===== config.mk =====
export PLATFORM = sky130hd
export DESIGN_NAME = depunc_stream
export DESIGN_NICKNAME = d
export VERILOG_FILES = /design/src/rtl/depunc_pkg.sv /design/src/rtl/depunc_pat_sel.sv /design/src/rtl/depunc_pair_asm.sv /design/src/rtl/depunc_delay.sv /design/src/rtl/depunc_stream.sv
export SDC_FILE = /design/constraint.sdc
export NUM_CORES = 1
export LEC_CHECK = 0
export CAP_MARGIN = 0
export CORE_UTILIZATION = 60
export DETAILED_ROUTE_END_ITERATION = 10
export DONT_BUFFER_PORTS = 1
export PLACE_DENSITY = 0.86
export REMOVE_ABC_BUFFERS = 1
export SYNTH_ARGS = -nofsm -noshare
export SYNTH_HDL_FRONTEND = slang
export SYNTH_SLANG_ARGS = --single-unit

===== constraint.sdc =====
create_clock -name clk_i -period 4.5 [get_ports clk_i]
set_input_delay 0.225 -clock clk_i [delete_from_list [all_inputs] [get_ports clk_i]]
set_output_delay 0.225 -clock clk_i [all_outputs]
set_load 0.02 [all_outputs]

===== src/rtl/depunc_pkg.sv =====
package depunc_pkg;

  typedef enum logic [1:0] {
    KIND_HARD,
    KIND_SIGNED,
    KIND_UNSIGNED
  } sample_kind_e;

  // index of the lowest pattern pair that holds a 1; 0 if none
  function automatic int first_pair_idx(input logic [31:0] pat, input int npair);
    int r;
    r = 0;
    for (int i = npair - 1; i >= 0; i--) begin
      if (pat[2*i +: 2] != 2'b00) r = i;
    end
    return r;
  endfunction

  function automatic logic [15:0] neutral_val(input sample_kind_e kind, input int w);
    logic [15:0] r;
    r = '0;
    if (kind == KIND_UNSIGNED) r[w-1] = 1'b1;
    return r;
  endfunction

endpackage


===== src/rtl/depunc_pat_sel.sv =====
module depunc_pat_sel
  import depunc_pkg::*;
#(
  parameter int                   PAT_LEN       = 10,
  parameter bit                   PAT_FROM_PORT = 1'b1,
  parameter logic [PAT_LEN-1:0]   PAT_DEFAULT   = 10'h1B0,
  localparam int                  NPAIR         = PAT_LEN / 2,
  localparam int                  PW            = $clog2(NPAIR)
) (
  input  logic               clk_i,
  input  logic               rst_ni,
  input  logic               load_i,
  input  logic [PAT_LEN-1:0] pat_i,
  output logic [PAT_LEN-1:0] pat_o,
  output logic [PW-1:0]      first_o
);

  localparam logic [PW-1:0] FIRST_RST = PW'(first_pair_idx(32'(PAT_DEFAULT), NPAIR));

  logic [PAT_LEN-1:0] src_pat;
  logic [PW-1:0]      src_first;
  logic [PAT_LEN-1:0] pat_q;
  logic [PW-1:0]      first_q;

  generate
    if (PAT_FROM_PORT) begin : g_port
      assign src_pat   = pat_i;
      assign src_first = PW'(first_pair_idx(32'(pat_i), NPAIR));
    end else begin : g_fixed
      logic unused_pat;
      assign unused_pat = ^pat_i;
      assign src_pat    = PAT_DEFAULT;
      assign src_first  = FIRST_RST;
    end
  endgenerate

  always_ff @(posedge clk_i or negedge rst_ni) begin
    if (!rst_ni) begin
      pat_q   <= PAT_DEFAULT;
      first_q <= FIRST_RST;
    end else if (load_i) begin
      pat_q   <= src_pat;
      first_q <= src_first;
    end
  end

  // new pattern takes effect on the sample that carries the load
  assign pat_o   = load_i ? src_pat   : pat_q;
  assign first_o = load_i ? src_first : first_q;

  AST_PAT_HELD: assert property (@(posedge clk_i) disable iff (!rst_ni)
    !load_i |=> $stable(pat_q) && $stable(first_q));

endmodule


===== src/rtl/depunc_pair_asm.sv =====
module depunc_pair_asm #(
  parameter int         W          = 8,
  parameter int         PAT_LEN    = 10,
  parameter bit         FRAME_MODE = 1'b0,
  parameter logic [W-1:0] NEUTRAL  = '0,
  parameter int         FIRST_RST  = 0,
  localparam int        NPAIR      = PAT_LEN / 2,
  localparam int        PW         = $clog2(NPAIR)
) (
  input  logic               clk_i,
  input  logic               rst_ni,
  input  logic               valid_i,
  input  logic [W-1:0]       data_i,
  input  logic               load_i,
  input  logic               end_i,
  input  logic [PAT_LEN-1:0] pat_i,
  input  logic [PW-1:0]      first_i,
  output logic               v_o,
  output logic [W-1:0]       d0_o,
  output logic [W-1:0]       d1_o,
  output logic [1:0]         erase_o,
  output logic               err_o,
  output logic               start_o,
  output logic               end_o
);

  localparam logic [PW-1:0] LAST_PTR = PW'(NPAIR - 1);

  logic [PW-1:0] ptr_q, ptr_d, cur_ptr;
  logic          half_q, half_d, cur_half;
  logic [W-1:0]  hold_q, hold_d;
  logic          spend_q, spend_d, start_now;
  logic [1:0]    pb;
  logic          fire;
  logic [W-1:0]  nd0, nd1;

  always_comb begin
    cur_ptr  = load_i ? first_i : ptr_q;
    cur_half = load_i ? 1'b0 : half_q;
    pb       = pat_i[{cur_ptr, 1'b0} +: 2];
    fire     = 1'b0;
    nd0      = NEUTRAL;
    nd1      = NEUTRAL;
    half_d   = cur_half;
    hold_d   = hold_q;
    if (valid_i) begin
      case (pb)
        2'b11: begin
          if (!cur_half) begin
            hold_d = data_i;
            half_d = 1'b1;
          end else begin
            fire   = 1'b1;
            nd0    = hold_q;
            nd1    = data_i;
            half_d = 1'b0;
          end
        end
        2'b01:   begin fire = 1'b1; nd0 = data_i; end
        2'b10:   begin fire = 1'b1; nd1 = data_i; end
        default: fire = 1'b1;
      endcase
    end
    ptr_d = cur_ptr;
    if (fire) ptr_d = (cur_ptr == LAST_PTR) ? first_i : cur_ptr + PW'(1);
    start_now = (FRAME_MODE && load_i) || spend_q;
    spend_d   = fire ? 1'b0 : start_now;
  end

  always_ff @(posedge clk_i or negedge rst_ni) begin
    if (!rst_ni) begin
      ptr_q   <= PW'(FIRST_RST);
      half_q  <= 1'b0;
      hold_q  <= '0;
      spend_q <= 1'b0;
      v_o     <= 1'b0;
      d0_o    <= '0;
      d1_o    <= '0;
      erase_o <= 2'b00;
      err_o   <= 1'b0;
      start_o <= 1'b0;
      end_o   <= 1'b0;
    end else begin
      ptr_q   <= ptr_d;
      half_q  <= half_d;
      hold_q  <= hold_d;
      spend_q <= spend_d;
      v_o     <= fire;
      d0_o    <= nd0;
      d1_o    <= nd1;
      erase_o <= fire ? ~pb : 2'b00;
      err_o   <= fire && (pb == 2'b00);
      start_o <= fire && start_now;
      end_o   <= FRAME_MODE && fire && end_i;
    end
  end

  AST_FIRST_HALF_SILENT: assert property (@(posedge clk_i) disable iff (!rst_ni)
    (valid_i && !load_i && !half_q && pb == 2'b11) |=> !v_o);

  AST_IDLE_HOLDS: assert property (@(posedge clk_i) disable iff (!rst_ni)
    !valid_i |=> $stable(ptr_q) && $stable(half_q) && !v_o);

endmodule


===== src/rtl/depunc_delay.sv =====
module depunc_delay #(
  parameter int WIDTH = 8,
  parameter int DEPTH = 6
) (
  input  logic             clk_i,
  input  logic             rst_ni,
  input  logic [WIDTH-1:0] d_i,
  output logic [WIDTH-1:0] q_o
);

  generate
    for (genvar g = 0; g < DEPTH; g++) begin : g_stage
      logic [WIDTH-1:0] q;
      if (g == 0) begin : g_head
        always_ff @(posedge clk_i or negedge rst_ni) begin
          if (!rst_ni) q <= '0;
          else         q <= d_i;
        end
      end else begin : g_tail
        always_ff @(posedge clk_i or negedge rst_ni) begin
          if (!rst_ni) q <= '0;
          else         q <= g_stage[g-1].q;
        end
      end
    end
  endgenerate

  assign q_o = g_stage[DEPTH-1].q;

endmodule


===== src/rtl/depunc_stream.sv =====
module depunc_stream
  import depunc_pkg::*;
#(
  parameter int                 W             = 8,
  parameter sample_kind_e       KIND          = KIND_UNSIGNED,
  parameter int                 PAT_LEN       = 10,
  parameter bit                 PAT_FROM_PORT = 1'b1,
  parameter bit                 FRAME_MODE    = 1'b0,
  parameter logic [PAT_LEN-1:0] PAT_DEFAULT   = 10'h1B0,
  localparam int                NPAIR         = PAT_LEN / 2,
  localparam int                PW            = $clog2(NPAIR),
  localparam int                LAT           = FRAME_MODE ? 6 : 7,
  localparam int                PL            = 2 * W + 6
) (
  input  logic               clk_i,
  input  logic               rst_ni,
  input  logic [W-1:0]       data_i,
  input  logic               valid_i,
  input  logic               sync_i,
  input  logic               start_i,
  input  logic               end_i,
  input  logic [PAT_LEN-1:0] pat_i,
  output logic [W-1:0]       data0_o,
  output logic [W-1:0]       data1_o,
  output logic               valid_o,
  output logic [1:0]         erase_o,
  output logic               start_o,
  output logic               end_o,
  output logic               err_o
);

  localparam logic [W-1:0] NEUTRAL   = W'(neutral_val(KIND, W));
  localparam int           FIRST_RST = first_pair_idx(32'(PAT_DEFAULT), NPAIR);

  logic               load;
  logic [PAT_LEN-1:0] eff_pat;
  logic [PW-1:0]      eff_first;
  logic               a_v, a_err, a_st, a_en;
  logic [W-1:0]       a_d0, a_d1;
  logic [1:0]         a_er;
  logic [PL-1:0]      pay_in, pay_out;

  assign load = valid_i && (FRAME_MODE ? start_i : sync_i);

  depunc_pat_sel #(
    .PAT_LEN      (PAT_LEN),
    .PAT_FROM_PORT(PAT_FROM_PORT),
    .PAT_DEFAULT  (PAT_DEFAULT)
  ) pat_sel_i (
    .clk_i  (clk_i),
    .rst_ni (rst_ni),
    .load_i (load),
    .pat_i  (pat_i),
    .pat_o  (eff_pat),
    .first_o(eff_first)
  );

  depunc_pair_asm #(
    .W         (W),
    .PAT_LEN   (PAT_LEN),
    .FRAME_MODE(FRAME_MODE),
    .NEUTRAL   (NEUTRAL),
    .FIRST_RST (FIRST_RST)
  ) pair_asm_i (
    .clk_i  (clk_i),
    .rst_ni (rst_ni),
    .valid_i(valid_i),
    .data_i (data_i),
    .load_i (load),
    .end_i  (end_i),
    .pat_i  (eff_pat),
    .first_i(eff_first),
    .v_o    (a_v),
    .d0_o   (a_d0),
    .d1_o   (a_d1),
    .erase_o(a_er),
    .err_o  (a_err),
    .start_o(a_st),
    .end_o  (a_en)
  );

  assign pay_in = {a_st, a_en, a_err, a_er, a_d1, a_d0, a_v};

  depunc_delay #(
    .WIDTH(PL),
    .DEPTH(LAT - 1)
  ) delay_i (
    .clk_i (clk_i),
    .rst_ni(rst_ni),
    .d_i   (pay_in),
    .q_o   (pay_out)
  );

  assign {start_o, end_o, err_o, erase_o, data1_o, data0_o, valid_o} = pay_out;

  AST_NEUTRAL_EL0: assert property (@(posedge clk_i) disable iff (!rst_ni)
    (valid_o && erase_o[0]) |-> data0_o == NEUTRAL);
  AST_NEUTRAL_EL1: assert property (@(posedge clk_i) disable iff (!rst_ni)
    (valid_o && erase_o[1]) |-> data1_o == NEUTRAL);
  AST_ERR_FULL_ERASE: assert property (@(posedge clk_i) disable iff (!rst_ni)
    err_o |-> (valid_o && erase_o == 2'b11));
  AST_FIXED_LATENCY: assert property (@(posedge clk_i) disable iff (!rst_ni)
    valid_o |-> $past(valid_i, LAT));
  AST_FLAGS_IN_FRAME: assert property (@(posedge clk_i) disable iff (!rst_ni)
    (start_o || end_o) |-> (FRAME_MODE && valid_o));
  AST_QUIET_NO_FLAGS: assert property (@(posedge clk_i) disable iff (!rst_ni)
    !valid_o |-> (!err_o && !start_o && !end_o && erase_o == 2'b00));

endmodule


# Word-level counts from Yosys, hierarchy flattened
# Cells that the tools add are included.
word_totals:
  reg_bits: 165
  input_bits: 24
  out_inout_bits: 22
  wordCells: 57
classes:
  addsub: 1
  eq_ne: 4
  shift: 1
  muxes: 24
  bitwise: 2
  reduce_logical: 9
op_table:
  columns: ["op", "n"]
  rows:
  - ["$mux W8", 4]
  - ["$pmux W8 S2", 2]
  - ["$mux W3", 9]
  - ["$mux W10", 1]
  - ["$reduce_bool A2 Y1", 5]
  - ["$shiftx A10 B5 Y2", 1]
  - ["$mux W1", 7]
  - ["$eq A2 B2 Y1 const B", 2]
  - ["$add A3 B1 Y3 const B", 1]
  - ["$eq A3 B3 Y1 const B", 1]
  - ["$reduce_and A3 Y1", 1]
  - ["$eq A2 B1 Y1 const B", 1]
  - ["$logic_and A1 B1 Y1", 2]
  - ["$logic_not A2 Y1", 1]
  - ["$mux W2", 1]
  - ["$not A2 Y2", 1]
  - ["$not A1 Y1", 1]

# Logic depth before layout (Yosys ltp)
depth:
  ltp_word: 13
  depth_mapped: 15
  ltp_nobuf: 13

# By module
# A second synthesis with hierarchy kept.
hier_totals:
  hier_cells: 318
  area_unflattened_um2: 5427.7
by_module_without_submodules:
  columns: ["mod", "instances", "cells_per_inst", "area_per_inst_um2", "seq_area_each_um2"]
  rows:
  - ["depunc_delay", 1, 132, 3303.2, 3303.2]
  - ["depunc_pair_asm", 1, 146, 1541.5, 802.0]
  - ["depunc_pat_sel", 1, 39, 576.8, 331.6]
  - ["depunc_stream", 1, 1, 6.3, 0.0]

# Worst setup path before layout
# Ideal clock, no wire load.
synth_path:
  kind: "input port to flip-flop"
  startpoint: "input port pat_i[4]"
  endpoint: "register pair_asm_i.ptr_q[2]"
  setup_time_ns: 0.146
  arrival_ns: 2.538
  required_ns: 4.354
  path_slack_ns: 1.816
  stages: 12
  path_buffers: 2
  cell_sequence: "or4_4 nor4bb_1 a21oi_1 a21oi_1 a21oi_2 buf_4 buf_6 and2_1 ha_1 nand2b_1 a211oi_1 o32ai_1"
synth_via:
  elab_chain_cells: 11
  elab_cells_between_ends: 15
  classes_between: "add/sub (1); eq/ne (2); shift (1); mux (10); reduce/logical (1)"
synth_rtl:
  columns: ["item", "line", "source"]
  rows:
  - ["from (decl)", "depunc_stream.sv:22", "input logic [PAT_LEN-1:0] pat_i,"]
  - ["$reduce_bool A2 Y1", "depunc_pkg.sv:14", "if (pat[2*i +: 2] != 2'b00) r = i;"]
  - ["$mux W3 (3 in series)", "depunc_pkg.sv:14", null]
  - ["$mux W3", "depunc_pat_sel.sv:49", "assign first_o = load_i ? src_first : first_q;"]
  - ["$mux W3", "depunc_pair_asm.sv:38", "cur_ptr = load_i ? first_i : ptr_q;"]
  - ["$shiftx A10 B5 Y2", "depunc_pair_asm.sv:40", "pb = pat_i[{cur_ptr, 1'b0} +: 2];"]
  - ["$eq A2 B2 Y1", "depunc_pair_asm.sv:47", "case (pb)"]
  - ["$mux W1", "depunc_pair_asm.sv:47", null]
  - ["$mux W1", "depunc_pair_asm.sv:46", "if (valid_i) begin"]
  - ["$mux W3 (*)", "depunc_pair_asm.sv:65", "if (fire) ptr_d = (cur_ptr == LAST_PTR) ? first_i : cur_ptr + PW'(1);"]
  - ["via pair_asm_i.ptr_d[2]", "depunc_pair_asm.sv:29", "logic [PW-1:0] ptr_q, ptr_d, cur_ptr;"]
  - ["to (signal assigned)", "depunc_pair_asm.sv:72", "ptr_q <= PW'(FIRST_RST);"]
  - ["to (signal assigned)", "depunc_pair_asm.sv:84", "ptr_q <= ptr_d;"]
  - ["to (decl)", "depunc_pair_asm.sv:29", null]
# Mark *: on every way through the listed nets, which the timed path passes. The rest lies on a longest branch.
# A chain may end at the register's enable or synchronous reset.

# Final worst setup path
layout_path:
  startpoint: "input port pat_i[3]"
  endpoint: "register pair_asm_i.ptr_q[0]"
layout_via:
  elab_chain_cells: 10
  elab_cells_between_ends: 14
  classes_between: "add/sub (1); eq/ne (2); shift (1); mux (9); reduce/logical (1)"
layout_rtl:
  columns: ["item", "line", "source"]
  rows:
  - ["$reduce_bool A2 Y1", "depunc_pkg.sv:14", null]
  - ["$mux W3 (2 in series)", "depunc_pkg.sv:14", null]
  - ["$mux W3", "depunc_pat_sel.sv:49", null]
  - ["$mux W3", "depunc_pair_asm.sv:38", null]
  - ["$shiftx A10 B5 Y2 (*)", "depunc_pair_asm.sv:40", null]
  - ["$eq A2 B2 Y1 (*)", "depunc_pair_asm.sv:47", null]
  - ["$mux W1 (*)", "depunc_pair_asm.sv:47", null]
  - ["$mux W1 (*)", "depunc_pair_asm.sv:46", null]
  - ["via pair_asm_i.fire", "depunc_pair_asm.sv:34", "logic fire;"]
  - ["$mux W3 (*)", "depunc_pair_asm.sv:65", null]
  - ["via pair_asm_i.ptr_d[0]", "depunc_pair_asm.sv:29", null]
# Marked as above.

==> tab_implementation.tex <==
\begin{tabular}{lr}
\hline
Metric & Value \\
\hline
\multicolumn{2}{l}{\textbf{Status}} \\
Run status & complete, no violations \\
\multicolumn{2}{l}{\textbf{Pwr}} \\
Share of power burned in combinational logic & a little over a tenth \\
Switching share of power & 27.05\% \\
Net switching power of the design & 1.102 mW \\
Pleak & a little under 3 nW \\
Peak ir drop on the vdd network & approximately 0.00032 V \\
Ratio of total power to cell area & around 680 nW/um\^{}2 \\
Part of the total power dissipated in the clock network & between 30\% and 40\% \\
Internal power & approximately 3.0 mW \\
Sequential share of power & around 50\% \\
\multicolumn{2}{l}{\textbf{Drt}} \\
Detailed-route wire length & 9.318 mm \\
DR vias & 2,547 \\
Via/cell ratio & between 5 and 6 \\
DR pass1 iterations & 4 \\
Detailed-route wire length per cell & 20.66 um \\
ANT nets after route & 0 \\
\# DRC & 0 \\
Initial drt markers & 123 \\
\multicolumn{2}{l}{\textbf{Hold path}} \\
Path class of the lowest-slack min-delay path & in -> reg \\
\multicolumn{2}{l}{\textbf{Timing}} \\
Unrepaired setup endpoints after global routing & false \\
Slew Limit Headroom & between 50\% and 60\% \\
Final period utilization & between 60\% and 70\% \\
Final setup vio count & 0 \\
Max-slew violation total from the final report & 0 \\
Final-layout setup total negative slack & 0 ns \\
Final clock skew & 0.007411 ns \\
Final-report hold violation count & 0 \\
Min cycle time layout & roughly 2.8 ns \\
Highest attainable clock frequency & about 0.35 GHz \\
Slew @ Worst Pin & 0.7276 ns \\
\multicolumn{2}{l}{\textbf{Final layout}} \\
Fill cell instance count of the final layout & 439 \\
Area taken by flip-flops and latches & between 4000 and 5000 sq um \\
Area growth syn-to-layout & 18.73\% \\
Most common library cell in the layout ignoring fill and taps & sky130\_fd\_sc\_hd\_\_dfrtp\_1 \\
Number of nets in the layout & about 360 \\
Share of final-layout standard cells stronger than drive strength 1 & 18.50\% \\
Area occupied by multi-input gates & 838.3 sq um \\
Highest-count cells in the layout ignoring fill and taps & 159 x sky130\_fd\_sc\_hd\_\_dfrtp\_1, 20 x sky130\_fd\_sc\_hd\_\_dlygate4sd3\_1, 16 x sky130\_fd\_sc\_hd\_\_mux2\_2, 16 x sky130\_fd\_sc\_hd\_\_clkbuf\_16, 14 x sky130\_fd\_sc\_hd\_\_a21oi\_1 \\
Number of antenna cells inserted & 0 \\
Final core area utilization & 73.34\% \\
\multicolumn{2}{l}{\textbf{Die}} \\
Die H & 93.74 um \\
Chip Width & $\sim$94 um \\
Core area & 8175 sq um \\
Top-level I/O count & between 40 and 50 \\
Number of rows created at floorplan & 33 \\
Initial core utilization & 61.77\% \\
Die ar. & approximately 8800 sq um \\
\multicolumn{2}{l}{\textbf{Global route}} \\
Overflow left after global routing & 0 \\
Global-route wire length before repair & between 10 and 15 mm \\
Aggregate global-route resource usage & between 20\% and 30\% \\
Initial antenna violation count & 0 \\
Largest net degree at the start of global routing & 166 \\
Vias in the first global route & $\sim$2,700 \\
\multicolumn{2}{l}{\textbf{Logic synthesis}} \\
Number of distinct standard cells referenced by the synthesized netlist & between 40 and 50 \\
Syn Area/Cell & approximately 17 sq um \\
Leading register cell type out of synthesis & sky130\_fd\_sc\_hd\_\_dfrtp\_1 \\
Share of flip-flops with an asynchronous set or reset & 100.0\% \\
Count of state elements after synthesis & around 170 \\
EDFF count, synth & 0 \\
Sequential share of the synthesized area & 81.91\% \\
Netlist Area Pre-Place & 5050 sq um \\
Cell count after synthesis & 300 \\
Synth warnings & 0 \\
\multicolumn{2}{l}{\textbf{Critical path}} \\
Critical Path Slowest Stage Cell & sky130\_fd\_sc\_hd\_\_or4\_4 \\
Crit path kind & in -> reg \\
Worst-path maximum fanout & 8 \\
Worst EP required & 4.88 ns \\
Kind of start point of the critical path & primary input \\
Type of destination of the critical path & flop \\
Endpoint arrival time on the critical path & roughly 3.2 ns \\
Stage delay of the slowest cell on the critical path & around 0.63 ns \\
Critical Path, Cell by Cell & dlygate4sd3\_1, nor2\_1, a31oi\_1, or4\_4, a21oi\_1, and2\_1, ha\_1, nand2b\_1, inv\_1, o211ai\_1, o21ai\_0 \\
\multicolumn{2}{l}{\textbf{Placement}} \\
Post-detailed-placement half-perimeter wirelength & between 4 and 5 mm \\
Final RePlAce weighted congestion & between 0.7 and 0.8 \\
Port bufs & 0 \\
\multicolumn{2}{l}{\textbf{Clock network}} \\
TritonCTS buffer count & 17 \\
Clock-pin slew of the registers on the worst-case setup and hold paths & 0.07 ns \\
Clock insertion delay at the later pin of the skew report & approximately 0.52 ns \\
Clock net sink count & 165 \\
Post-CTS setup repair buffer count & 0 \\
CTS Buffer Depth & 2 \\
CTS Root Buffer Type & sky130\_fd\_sc\_hd\_\_clkbuf\_8 \\
H-Tree Depth & 4 \\
TritonCTS clock tree & done \\
\multicolumn{2}{l}{\textbf{Job}} \\
Count of maximum capacitance violations & 0 \\
\hline
\end{tabular}
==> cell families after synthesis <==
logic type / count (synthesis) / share of synthesized area, %
AO/OA/AOI/OAI: 37 / 4.708
adder cells (fa/ha/maj): 2 / 0.4955
buffers and inverters: 14 / 1.561
flip-flops: 165 / 81.91
multiplexers: 17 / 3.766
other: 1 / 0.07426
AND/OR/NAND/NOR: 64 / 7.483
==> stage by stage <==
stage	instances	worst slack [ns]	power [mW]	hold WS, ns	instance area [sq um]
after floorplan	291	1.694	2.321	-0.07059	4990
after global placement	398	1.659	2.400	-0.06743	5136
after detailed placement	398	1.568	2.471	-0.06786	5136
after CTS	451	1.734	4.102	0.03724	5996
after global routing	451	1.479	4.258	0.07529	5996
final	451	1.653	4.075	0.06482	5996
==> state kept, by name, summed over array words and instances (netlist names) <==
| signal | cells |
|---|---|
| delay_i.g_stage.q | 100 |
| delay_i.q_o | 20 |
| pat_sel_i.pat_q | 10 |
| pair_asm_i.d0_o | 8 |
| pair_asm_i.d1_o | 8 |
| pair_asm_i.hold_q | 8 |
| pair_asm_i.ptr_q | 3 |
| pat_sel_i.first_q | 3 |
| pair_asm_i.erase_o | 2 |
| pair_asm_i.err_o | 1 |
| pair_asm_i.half_q | 1 |
| pair_asm_i.v_o | 1 |
==> cells in the mapped netlist, types with 4 or more instances <==
master | number | area [sq um]
sky130_fd_sc_hd__dfrtp_1 | 159 | 3979
sky130_fd_sc_hd__nor2_1 | 10 | 37.54
sky130_fd_sc_hd__inv_1 | 4 | 15.01
sky130_fd_sc_hd__nand2_1 | 12 | 45.04
sky130_fd_sc_hd__buf_4 | 4 | 30.03
sky130_fd_sc_hd__a21oi_1 | 14 | 70.07
sky130_fd_sc_hd__o21ai_0 | 7 | 35.03
sky130_fd_sc_hd__dfstp_2 | 6 | 157.7
sky130_fd_sc_hd__and3_1 | 7 | 43.79
sky130_fd_sc_hd__nand4_1 | 7 | 43.79
sky130_fd_sc_hd__mux2_2 | 16 | 180.2
sky130_fd_sc_hd__nand2b_1 | 10 | 62.56
==> metal layers <==
layer	global-route usage [%]	wire (um)	part of all wire (%)	vias up
li1	-	-	-	1090
met1	31.49	3823	41	1363
met2	39.66	4993	54	82
met3	7.362	383	4.1	12
met4	8.333	118	1.3	0
met5	0	0	0	-
==> worst paths after layout <==
| kind | startpoint | to | slack, ns | cells after the start |
|---|---|---|---|---|
| setup / recovery | pat_i[3] | pair_asm_i.ptr_q[0] | 1.65 | 11 |
| hold / removal | valid_i | pair_asm_i.d0_o[5] | 0.06 | 2 |
| setup reg to reg | pair_asm_i.ptr_q[1] | pair_asm_i.ptr_q[0] | 1.73 | 12 |
| max in group asynchronous | rst_ni | delay_i.g_stage[2].q[6] | 3.58 | 2 |
| hold reg to reg | delay_i.g_stage[3].q[3] | delay_i.g_stage[4].q[3] | 0.35 | 0 |
| min in group asynchronous | rst_ni | delay_i.q_o[15] | 0.42 | 2 |
==> repair_timing <==
item / 4_1_cts / 5_1_grt
endpoints found under the hold margin: 204 / 0
hold buffers: 21 / 0
gates resized for setup: 0 / 0
==> cell type report <==
type                    instances  area share (%)
repair buffers                 23           4.048
clock inverters                14           3.568
flip-flops and latches        165           68.99
inverters                       4          0.2504
clock buffers                  18           6.970
well taps                     105           2.191
multi-input cells             122           13.98
==> worst max-delay path, delay by kind of cell <==
kind / cells / cell delay [ns]
buf+inv: 2 / 0.70
fa+ha+maj: 1 / 0.12
simple gates: 4 / 1.29
compound gates: 4 / 0.89
==> power by group through the flow <==
stage          clock network (mW)  registers [mW]  logic [mW]
6_report                     1.54            2.10       0.436
5_1_grt                      1.64            2.14       0.480
4_1_cts                      1.57            2.10       0.430
3_5_place_dp                    0            2.10       0.370
3_3_place_gp                    0            2.05       0.349
2_1_floorplan                   0            2.03       0.291
Note: power is estimated with default switching activity, not from simulation.
